===== src/rtl/cmod_pkg.sv =====
package cmod_pkg;

    typedef enum logic {
        MODE_CLEAR  = 1'b0,
        MODE_PRESET = 1'b1
    } mode_e;

    typedef enum logic [1:0] {
        ACT_HOLD,
        ACT_CLEAR,
        ACT_LOAD,
        ACT_COUNT
    } act_e;

    typedef enum logic [1:0] {
        CH_IDLE,
        CH_CLEAR,
        CH_LOAD,
        CH_RUN
    } chain_e;

endpackage


===== src/rtl/cmod_stage.sv =====
module cmod_stage
    import cmod_pkg::*;
#(
    parameter int W = 4
) (
    input  logic         clk,
    input  logic         clr_n,
    input  logic         load_n,
    input  logic         en_p,
    input  logic         en_t,
    input  logic [W-1:0] d,
    output logic [W-1:0] q,
    output logic         carry
);

    localparam logic [W-1:0] ALL_ONES = {W{1'b1}};

    logic [W-1:0] q_r;
    act_e         act;

    // priority: clear, then load, then count
    always_comb begin
        if (!clr_n)
            act = ACT_CLEAR;
        else if (!load_n)
            act = ACT_LOAD;
        else if (en_p && en_t)
            act = ACT_COUNT;
        else
            act = ACT_HOLD;
    end

    always_ff @(posedge clk) begin
        unique case (act)
            ACT_CLEAR: q_r <= '0;
            ACT_LOAD:  q_r <= d;
            ACT_COUNT: q_r <= q_r + 1'b1;
            ACT_HOLD:  q_r <= q_r;
            default:   q_r <= q_r;
        endcase
    end

    always_comb begin
        q     = q_r;
        carry = (q_r == ALL_ONES) && en_t;
    end

endmodule


===== src/rtl/cmod_term.sv =====
module cmod_term #(
    parameter int W     = 8,
    parameter int VALUE = 192
) (
    input  logic [W-1:0] value_i,
    output logic         hit_o
);

    localparam logic [W-1:0] MASK = W'(VALUE);

    logic [W-1:0] term;

    // only the 1-bits of VALUE take part in the AND
    for (genvar b = 0; b < W; b++) begin : g_bit
        if (MASK[b]) begin : g_used
            assign term[b] = value_i[b];
        end else begin : g_free
            assign term[b] = 1'b1;
        end
    end

    assign hit_o = &term;

endmodule


===== src/rtl/cmod_ctrl.sv =====
module cmod_ctrl
    import cmod_pkg::*;
(
    input  logic rst_n,
    input  logic mode,
    input  logic en,
    input  logic clr_hit,
    input  logic top_carry,
    output logic clr_n,
    output logic load_n,
    output logic en_p
);

    mode_e  mode_v;
    chain_e act;

    assign mode_v = mode_e'(mode);

    always_comb begin
        if (!rst_n)
            act = (mode_v == MODE_CLEAR) ? CH_CLEAR : CH_LOAD;
        else if (!en)
            act = CH_IDLE;
        else if (mode_v == MODE_CLEAR && clr_hit)
            act = CH_CLEAR;
        else if (mode_v == MODE_PRESET && top_carry)
            act = CH_LOAD;
        else
            act = CH_RUN;
    end

    always_comb begin
        clr_n  = 1'b1;
        load_n = 1'b1;
        en_p   = 1'b0;
        unique case (act)
            CH_CLEAR: clr_n  = 1'b0;
            CH_LOAD:  load_n = 1'b0;
            CH_RUN:   en_p   = 1'b1;
            CH_IDLE:  en_p   = 1'b0;
            default:  en_p   = 1'b0;
        endcase
    end

endmodule


===== src/rtl/cmod_counter.sv =====
module cmod_counter
    import cmod_pkg::*;
#(
    parameter int STAGE_W = 4,
    parameter int STAGES  = 2,
    parameter int MODULUS = 193
) (
    input  logic                       clk,
    input  logic                       rst_n,
    input  logic                       mode,
    input  logic                       en,
    output logic [STAGE_W*STAGES-1:0]  count,
    output logic                       tc
);

    localparam int CW         = STAGE_W * STAGES;
    localparam int TOP_VAL    = MODULUS - 1;
    localparam int FULL_VAL   = (2 ** CW) - 1;
    localparam int PRESET_VAL = (2 ** CW) - MODULUS;
    localparam logic [CW-1:0] PRESET_BITS = CW'(PRESET_VAL);
    localparam logic [CW-1:0] TOP_BITS    = CW'(TOP_VAL);
    localparam logic [CW-1:0] START_BITS  = CW'(PRESET_VAL);
    localparam logic [STAGE_W-1:0] NIB_ONES = {STAGE_W{1'b1}};

    logic [STAGES:0] chain;
    logic [CW-1:0]   q_all;
    logic            clr_n, load_n, en_p;
    logic            clr_hit, full_hit;

    assign chain[0] = 1'b1;

    for (genvar i = 0; i < STAGES; i++) begin : g_stage
        cmod_stage #(.W(STAGE_W)) u_stage (
            .clk    (clk),
            .clr_n  (clr_n),
            .load_n (load_n),
            .en_p   (en_p),
            .en_t   (chain[i]),
            .d      (PRESET_BITS[i*STAGE_W +: STAGE_W]),
            .q      (q_all[i*STAGE_W +: STAGE_W]),
            .carry  (chain[i+1])
        );
    end

    cmod_term #(.W(CW), .VALUE(TOP_VAL)) u_top_det (
        .value_i (q_all),
        .hit_o   (clr_hit)
    );

    cmod_term #(.W(CW), .VALUE(FULL_VAL)) u_full_det (
        .value_i (q_all),
        .hit_o   (full_hit)
    );

    cmod_ctrl u_ctrl (
        .rst_n     (rst_n),
        .mode      (mode),
        .en        (en),
        .clr_hit   (clr_hit),
        .top_carry (chain[STAGES]),
        .clr_n     (clr_n),
        .load_n    (load_n),
        .en_p      (en_p)
    );

    assign count = q_all;
    assign tc    = (mode_e'(mode) == MODE_CLEAR) ? clr_hit : full_hit;

    // ---------------- assertions ----------------

    p_clear_step_r2: assert property (@(posedge clk) disable iff (!rst_n)
        (mode == 1'b0 && en && count < TOP_BITS) |=> count == CW'($past(count) + 1'b1));

    p_clear_wrap_r2: assert property (@(posedge clk) disable iff (!rst_n)
        (mode == 1'b0 && en && count == TOP_BITS) |=> count == '0);

    p_preset_step_r3: assert property (@(posedge clk) disable iff (!rst_n)
        (mode == 1'b1 && en && count >= START_BITS && count != {CW{1'b1}})
        |=> count == CW'($past(count) + 1'b1));

    p_preset_wrap_r3: assert property (@(posedge clk) disable iff (!rst_n)
        (mode == 1'b1 && en && count == {CW{1'b1}}) |=> count == START_BITS);

    p_hold_r4: assert property (@(posedge clk) disable iff (!rst_n)
        !en |=> $stable(count));

    p_tc_single_r5: assert property (@(posedge clk) disable iff (!rst_n)
        (tc && en && $stable(mode)) |=> !tc);

    p_upper_carry_r6: assert property (@(posedge clk) disable iff (!rst_n)
        (en && count[STAGE_W-1:0] != NIB_ONES && !(mode == 1'b0 && tc))
        |=> $stable(count[CW-1:STAGE_W]));

    p_recover_r7: assert property (@(posedge clk) disable iff (!rst_n)
        (mode == 1'b0 && en && count > TOP_BITS) |=> count == '0);

    p_range_r8: assert property (@(posedge clk) disable iff (!rst_n)
        (mode == 1'b0 && $past(mode) == 1'b0 && $past(count) <= TOP_BITS) |-> count <= TOP_BITS);

endmodule


===== config.mk =====
export PLATFORM = sky130hd
export DESIGN_NAME = cmod_counter
export DESIGN_NICKNAME = d
export VERILOG_FILES = /design/src/rtl/cmod_pkg.sv /design/src/rtl/cmod_stage.sv /design/src/rtl/cmod_term.sv /design/src/rtl/cmod_ctrl.sv /design/src/rtl/cmod_counter.sv
export SDC_FILE = /design/constraint.sdc
export NUM_CORES = 1
export LEC_CHECK = 0
export BUFFER_PORTS_ARGS = -buffer_cell sky130_fd_sc_hd__buf_2
export CAP_MARGIN = 0
export CORE_AREA = 3 3 40 42
export DETAILED_ROUTE_END_ITERATION = 8
export DIE_AREA = 0 0 43 45
export GPL_TIMING_DRIVEN = 0
export REMOVE_ABC_BUFFERS = 1
export SLEW_MARGIN = 20
export SYNTH_ARGS = -nofsm -noshare
export SYNTH_HDL_FRONTEND = slang
export SYNTH_HIERARCHICAL = 1
export SYNTH_SLANG_ARGS = --single-unit

===== constraint.sdc =====
create_clock -name clk -period 2.6 [get_ports clk]
set_input_delay 0.26 -clock clk [delete_from_list [all_inputs] [get_ports clk]]
set_output_delay 0.26 -clock clk [all_outputs]
set_load 0.01 [all_outputs]

==> metrics.md, run 1 <==
| Metric | Value |
|---|---|
| Leakage | 0.308 nW |
| # rows | 13 |
| Reg-to-reg startpoint | g_stage[0].u_stage/q[0] |
| Vias in the first global route | 437 |
| Kind of critical path | register to register |
| Hold Path Class | primary input to register |
| Largest cells by area after synthesis | edfxtp_1, nand2_1, o21ai_1, ha_1, nand4_1 |
| H-tree levels | 1 |
| Vias per cell | 4.85 |
| Post-Synth Simple-Gate Area | 0.258 |
| Max incr delay on CP | 0.44 ns |
| Clk_lat worst skew | 0.25 ns |
| Dpl cells | 93 |
| Post-layout util | 0.532 |
| Place WS | 0.443 ns |
| Adder-cell share of the synthesized area | 0.0457 |
| Die Ht | 45 um |
| Clock Skew | 0.00475 ns |
| Postcts setup bufs | 0 |
| Setup violators final | 0 |
| Synth Area in XOR/XNOR | 0.0639 |
| Final hold viol count | 0 |
| Drt wl/cell | 11.8 um |
| Syn Area/Cell | 9.61 sq um |
| Total number of yosys warnings | 6 |
| Register area share after synthesis | 0.438 |
| First-pass DRT Iterations | 4 |
| Max frequency | 0.461 GHz |
| Mux share of post-synthesis cell area | 0.0457 |
| Clk sinks | 8 |
| Hold_sp | mode |
| RePlAce Congestion | 0.698 |
| Initial antenna violation count | 0 |
| Port Buffer Count | 12 |
| Largest area contributor in the netlist | edfxtp_1 |
| Final period util | 0.834 |
| Worst setup SP type | register |
| Fin area | 683 sq um |
| Initial Util | 0.426 |
| CTS Hold Bufs | 0 |
| Slew Limit Fails | 0 |
| Die width | 43 um |
| CP Data Required Time | 2.61 ns |
| Post-Syn Instances | 57 |
| Complex-gate fraction of the synthesized area | 0.121 |
| Netlist cell types | 20 |
| Via Count | 466 |
| Worst setup margin | 0.433 ns |
| Layout cells sized above 1 | 0.272 |
| Post-route DRC | 0 |
| Worst setup EP type | register |
| Post-CTS resize count | 0 |
| CP max stage cell | edfxtp_1 |
| Die footprint | 1940 sq um |
| Max reg flops | 8 |
| Max Cap Viol | 0 |
| Setup Total Neg Slack | 0 ns |
| Largest net degree at the start of global routing | 7 |
| Iter 0 DRT Violations | 3 |
| GRT Total Usage | 0.145 |
| Crit. Startpoint | g_stage[0].u_stage/q[0] |
| Final Power | 322 uW |
| Tmin final | 2.17 ns |
| DRT Wirelength | 1130 um |
| CTS Root Cell | clkbuf_4 |
| # diodes | 0 |
| Unrepaired setup endpoints after global routing | false |
| Area Overhead vs Synth | 24.7% |
| CTS tree | yes |
| Pwr Density | 471 nW/um^2 |
| Crit path arrival time | 2.17 ns |
| Max VDD drop | 0.233 mV |
| Global-route wire length before repair | 1950 um |
| Routed Antenna Nets | 0 |
| Core Box Area | 1280 sq um |
| Status | finished, final reports clean |
| CTS Buffer Depth | 2 |
| Yosys reg bits | 8 |
| Final net count | 89 |
| Worst hold-check slack | 0.641 ns |
| Crit-path max FO | 6 |
| Finished Layout Cells | 96 |
| DP Area | 661 sq um |
| Global route total overflow | 0 |
| Largest family of logic cells by synthesized area | simple AND/OR/NAND/NOR gates |
| Syn Std Cell Area | 548 sq um |
| Reg clk slew, reported paths | 0.06 ns |
| Synth top area share | 0.438 |
| DP HPWL | 898 um |
| CTS Buf Count | 3 |
| Crit-path cells | ha_1 > and4_2 > and4_2 > a21bo_2 > nand2_1 > and2b_1 > nand2_1 > o21ai_2 |
| Io pins | 13 |
where the power goes:
| group | total, mW | leakage, nW | internal, mW | switching [mW] |
|---|---|---|---|---|
| Sequential | 0.168 | 0.0820 | 0.155 | 0.0125 |
| Combinational | 0.0579 | 0.212 | 0.0246 | 0.0333 |
| Clock | 0.0961 | 0.0138 | 0.0529 | 0.0432 |
placed cells by master (no fill, tap or decap):
master and n:
nand2_1 12, buf_2 12, conb_1 11, edfxtp_1 8
o21ai_1 6, nand4_1 4, nand3_1 4, clkbuf_4 3
xor2_1 2, and2b_1 2, o21ai_2 2, xnor2_1 2
inv_1 2, and4_2 2, ha_1 2, mux2_4 1
mux2i_1 1, and3_1 1, a21bo_2 1, a21o_2 1
nor2_1 1, and2_1 1
worst paths after layout:
path / endpoint / slack (ns) / cells past startpoint
worst min-delay path: g_stage[0].u_stage/q[2] / 0.64 / 3
worst max register to register: g_stage[0].u_stage/q[3] / 0.43 / 8
worst min register to register: g_stage[0].u_stage/q[0] / 0.66 / 1
worst max-delay path: g_stage[0].u_stage/q[3] / 0.43 / 8
metal layers:
| layer | wire, um | track usage |
|---|---|---|
| met5 | 0 | 0 |
| met1 | 536 | 0.186 |
| met2 | 512 | 0.216 |
| met3 | 68 | 0.0279 |
| met4 | 12 | 0.108 |
cells by family after synthesis:
family	Yosys count
simple gates	27
compound gates	10
flops	8
xor+xnor	4
fa+ha+maj	2
other cells	2
mux	2
buf+inv	2
cells in the mapped netlist:
master	n
nand2_1	12
edfxtp_1	8
o21ai_1	6
nand3_1	4
nand4_1	4
and2b_1	2
and4_2	2
conb_1	2
ha_1	2
inv_1	2
o21ai_2	2
xnor2_1	2
xor2_1	2
a21bo_2	1
a21o_2	1
and2_1	1
and3_1	1
mux2_4	1
mux2i_1	1
nor2_1	1
critical path: cells and delay by family (launching register included):
family                     cells  cell delay (ns)
DFF                            1             0.44
and+or+nand+nor                5             0.98
adders and majority gates      1             0.25
AOI/OAI and AO/OA              2             0.24
final cells by class:
type                       count  area [sq um]
fill                         143           602
multi-input combinational     56           334
sequential                     8           240
timing repair buffer          12          60.1
clock buffer                   3          22.5
tap                           15          18.8
inverter                       2          7.51
Note: power is estimated with default switching activity, not from simulation.
==> run 2: changes to the inputs <==
==> constraint.sdc (replaced) <==
create_clock -name clk -period 2 [get_ports clk]
set_input_delay 0.2 -clock clk [delete_from_list [all_inputs] [get_ports clk]]
set_output_delay 0.2 -clock clk [all_outputs]
set_load 0.01 [all_outputs]
==> run 2 against run 1 <==
Non-clock buffer count is 5 higher. Hold slack worse by 0.21 ns. Cell count is 5.2% higher. Clock skew hardly changed. Via count is 6.9% higher. Global-route usage is 0.93 points higher. Combinational power is 66% higher. Largest cell class unchanged.
==> metrics.md, run 2 (synthesis gave the netlist of run 1 again) <==
| Metric | Value |
|---|---|
| Status | finished, final reports clean |
| RePlAce Congestion | 0.698 |
| Reg clk slew, reported paths | 0.06 ns |
| Global route total overflow | 0 |
| Hold Path Depth | 3 |
| Core Box Area | 1280 sq um |
| Switching fraction of total power | 0.282 |
| Hold Path Class | primary input to register |
| Worst setup SP type | register |
| Initial Util | 0.426 |
| Max Cap Viol | 0 |
| Die footprint | 1940 sq um |
| Max frequency | 0.528 GHz |
| Clk pwr share | 0.286 |
| Kind of critical path | register to register |
| Crit path arrival time | 1.90 ns |
| Post-layout util | 0.583 |
| Io pins | 13 |
| Logic pwr share | 0.219 |
| Power Internal | 315 uW |
| Pwr Density | 586 nW/um^2 |
| DRT Wirelength | 1250 um |
| Max reg flops | 8 |
| Post-route DRC | 0 |
| Hold_sp | mode |
| Flop-to-flop setup slack | 0.11 ns |
| Setup violators final | 0 |
| Vias in the first global route | 485 |
| Port Buffer Count | 12 |
| Setup Total Neg Slack | 0 ns |
| Largest net degree at the start of global routing | 7 |
| NetSw | 124 uW |
| Iter 0 DRT Violations | 7 |
| Initial antenna violation count | 0 |
| CP Data Required Time | 2.01 ns |
| CTS Root Cell | clkbuf_4 |
| # diodes | 0 |
| Crit-path max FO | 6 |
| Final net count | 94 |
| Worst flop-to-flop path endpoint | g_stage[0].u_stage/q[3] |
| CTS tree | yes |
| Final Power | 439 uW |
| Commonest non-fill, non-tap cell in the layout | buf_2 |
| Clock Skew | 0.00501 ns |
| First-pass DRT Iterations | 4 |
| Commonest non-fill, non-tap cells in the layout | buf_2, conb_1, nand2_1 |
| Fin area | 749 sq um |
| H-tree levels | 1 |
| Clk sinks | 8 |
| Vias per cell | 4.93 |
| Die Ht | 45 um |
| Via Count | 498 |
| DP HPWL | 898 um |
| Final hold viol count | 0 |
| Tmin final | 1.89 ns |
| Seq pwr share | 0.495 |
| DP Area | 661 sq um |
| CTS Buf Count | 3 |
| FF-to-FF path depth | 8 |
| Die width | 43 um |
| Clk_lat worst skew | 0.25 ns |
| Slew Limit Fails | 0 |
| Global-route wire length before repair | 2080 um |
| Routed Antenna Nets | 0 |
| Crit. Startpoint | g_stage[0].u_stage/q[0] |
| Filler Cell Count | 136 |
| GRT Total Usage | 0.154 |
| Layout cells sized above 1 | 0.395 |
| # rows | 13 |
| Worst setup EP type | register |
| Area Overhead vs Synth | 36.8% |
| Reg-to-reg startpoint | g_stage[0].u_stage/q[0] |
| Leakage | 0.342 nW |
| Drt wl/cell | 12.3 um |
| Unrepaired setup endpoints after global routing | true |
| CTS Buffer Depth | 2 |
| Final period util | 0.947 |
| Hold Path End | g_stage[0].u_stage/q[2] |
| Max VDD drop | 0.332 mV |
run 2: power groups by stage:
stage / sequential [mW] / clock, mW / combinational, mW
final: 0.218 / 0.125 / 0.0962
after global routing: 0.220 / 0.139 / 0.107
after CTS: 0.217 / 0.131 / 0.0918
after detailed placement: 0.222 / 0 / 0.0757
after global placement: 0.222 / 0 / 0.0746
after floorplan: 0.225 / 0 / 0.0433
run 2: layout make-up:
class,count,area (sq um),share of cell area
clock buffer,3,22.5,0.0301
inverter,2,7.51,0.0100
multi-input combinational,56,363,0.484
sequential,8,240,0.321
tap,15,18.8,0.0250
timing repair buffer,17,97.6,0.130
run 2: worst max-delay path by stage:
| stage | end | slack [ns] | cells past startpoint |
|---|---|---|---|
| global placement | g_stage[0].u_stage/q[3] | -0.14 | 8 |
| finish | g_stage[0].u_stage/q[3] | 0.11 | 8 |
| CTS | g_stage[0].u_stage/q[3] | 0.04 | 8 |
| global route | g_stage[1].u_stage/q[1] | -0.03 | 7 |
| detailed placement | g_stage[0].u_stage/q[3] | -0.16 | 8 |
| floorplan | g_stage[0].u_stage/q[3] | -0.07 | 8 |
run 2: what timing repair did:
| action | 4_1_cts | 5_1_grt |
|---|---|---|
| hold buffers | 0 | 0 |
| buffers inserted | 4 | 1 |
| resized for setup | 8 | 2 |
| pin swaps | 2 | 6 |
| endpoints found under the setup margin | 16 | 8 |
run 2: through the flow:
step           hold WS, ns  std cells  worst slack [ns]
5_1_grt              0.470        101           -0.0331
2_1_floorplan        0.546         66           -0.0725
6_report             0.434        101             0.105
3_5_place_dp         0.659         93            -0.157
4_1_cts              0.440        100            0.0410
3_3_place_gp         0.653         93            -0.136
run 2: per-layer routing:
layer / vias to the layer above / track usage / share of wire
met5: - / 0 / 0
met4: 0 / 0.108 / 0.0096
met3: 2 / 0.0279 / 0.051
met2: 11 / 0.251 / 0.47
met1: 229 / 0.184 / 0.46
li1: 256 / - / -
run 2: worst max-delay path: stages (launching register included):
cell and delay [ns]:
edfxtp_1 0.39, ha_2 0.21, and4_4 0.18, and4_4 0.18, a21bo_2 0.21, nand2_4 0.09, and2b_2 0.25, nand2_1 0.08
o21ai_2 0.05
==> run 3: changes to the inputs <==
--- a/config.mk
+++ b/config.mk
@@ -7,9 +7,9 @@
 export LEC_CHECK = 0
 export BUFFER_PORTS_ARGS = -buffer_cell sky130_fd_sc_hd__buf_2
 export CAP_MARGIN = 0
-export CORE_AREA = 3 3 40 42
+export CORE_AREA = 10 10 47 49
 export DETAILED_ROUTE_END_ITERATION = 8
-export DIE_AREA = 0 0 43 45
+export DIE_AREA = 0 0 57 59
 export GPL_TIMING_DRIVEN = 0
 export REMOVE_ABC_BUFFERS = 1
 export SLEW_MARGIN = 20
==> run 3 against run 2 <==
Clock skew about the same. Non-clock buffer count unchanged. Cell count up 0.99%. Register-to-register slack about the same. Utilization down 5.8 points. Final area down 1.8%. Setup slack about the same. First-iteration DRC count down 71%. Total power down 1.5%.
==> metrics.md, run 3 (synthesis gave the netlist of run 1 again) <==
| Metric | Value |
|---|---|
| Status | finished, final reports clean |
| Delay-heaviest family, CP | simple AND/OR/NAND/NOR gates |
| Commonest non-fill, non-tap cells in the layout | buf_2, conb_1, nand2_1 |
| Setup Total Neg Slack | 0 ns |
| Global route total overflow | 0 |
| Final Power | 433 uW |
| Crit-path max FO | 6 |
| Max frequency | 0.528 GHz |
| Max incr delay on CP | 0.40 ns |
| Initial Util | 0.391 |
| Worst Path Buf+Inv | 0 |
| Finished Layout Cells | 102 |
| Slew Limit Fails | 0 |
| Worst setup EP type | register |
| Crit path arrival time | 1.89 ns |
| Dpl cells | 94 |
| Core Box Area | 1400 sq um |
| Max Cap Viol | 0 |
| Drt wl/cell | 12.3 um |
| Fin area | 736 sq um |
| Worst setup SP type | register |
| Reg clk slew, reported paths | 0.06 ns |
| Crit-path cells | ha_2 > and4_4 > and4_4 > a21bo_2 > nand2_2 > and2b_2 > nand2_1 > o21ai_1 |
| DP Area | 662 sq um |
| Vias in the first global route | 488 |
| First-pass DRT Iterations | 2 |
| Clock Skew | 0.00487 ns |
| Hold Path Class | primary input to register |
| Most frequent CP cell | and4_4 |
| Leakage | 0.332 nW |
| Post-route DRC | 0 |
| Worst hold-check slack | 0.511 ns |
| Worst setup margin | 0.105 ns |
| CTS Buf Count | 3 |
| Die footprint | 3360 sq um |
| Port Buffer Count | 12 |
| # diodes | 0 |
| Place WS | -0.157 ns |
| Vias per cell | 4.74 |
| CTS Root Cell | clkbuf_4 |
| Unrepaired setup endpoints after global routing | true |
| # rows | 14 |
| Final net count | 94 |
| DP HPWL | 944 um |
| Commonest non-fill, non-tap cell in the layout | buf_2 |
| Area Overhead vs Synth | 34.2% |
| Iter 0 DRT Violations | 2 |
| H-tree levels | 1 |
| Die width | 57 um |
| CTS tree | yes |
| DRT Wirelength | 1260 um |
| Max reg flops | 8 |
| CTS Hold Bufs | 0 |
| Initial antenna violation count | 0 |
| CTS Buffer Depth | 2 |
| Kind of critical path | register to register |
| Via Count | 483 |
| RePlAce Congestion | 0.734 |
| Max VDD drop | 0.335 mV |
| GRT Total Usage | 0.0820 |
| Layout cells sized above 1 | 0.360 |
| Pwr Density | 588 nW/um^2 |
| Post-layout util | 0.525 |
| Io pins | 13 |
| Setup violators final | 0 |
| CP Data Required Time | 2.00 ns |
| Tmin final | 1.89 ns |
| Clk sinks | 8 |
| Largest net degree at the start of global routing | 7 |
| Global-route wire length before repair | 2100 um |
| CP max stage cell | edfxtp_1 |
| Final period util | 0.947 |
| Clk_lat worst skew | 0.25 ns |
| Final hold viol count | 0 |
| Die Ht | 59 um |
| Routed Antenna Nets | 0 |
## run 3: repair_timing
action	CTS	global route
endpoints found under the hold margin	0	0
gates cloned	0	0
setup buffers	4	1
resized for setup	4	2
setup endpoints to repair	16	16
pin swaps	5	10
## run 3: report_power, final
part           leakage [nW]  total (mW)  internal, mW  switching (mW)
sequential           0.0820       0.217         0.202          0.0147
clock                0.0138       0.123        0.0687          0.0548
combinational         0.236      0.0926        0.0430          0.0496
## run 3: worst paths after layout
path | startpoint | to | slack [ns] | depth (start not counted)
worst max-delay path | g_stage[0].u_stage/q[0] | g_stage[1].u_stage/q[0] | 0.11 | 8
worst min-delay path | mode | g_stage[1].u_stage/q[2] | 0.51 | 3
worst max register to register | g_stage[0].u_stage/q[0] | g_stage[1].u_stage/q[0] | 0.11 | 8
worst min register to register | g_stage[1].u_stage/q[0] | g_stage[1].u_stage/q[0] | 0.68 | 1
## run 3: area by class of cell
class	instances	area, sq um
multi-input combinational	56	348
tap	16	20.0
clock buffer	3	22.5
inverter	2	7.51
timing repair buffer	17	97.6
fill	150	666
sequential	8	240
## run 3: layer usage
metal / global-route usage / vias up / routed length, um
li1: - / 254 / -
met1: 0.0852 / 219 / 559
met2: 0.126 / 8 / 594
met3: 0.0408 / 2 / 92
met4: 0.0604 / 0 / 10
met5: 0 / - / 0
## run 3: worst reg2reg max path: stages, from the launching register on
cell and delay, ns:
edfxtp_1 0.40, ha_2 0.21, and4_4 0.19, and4_4 0.18, a21bo_2 0.19, nand2_2 0.10
and2b_2 0.25, nand2_1 0.07, o21ai_1 0.06
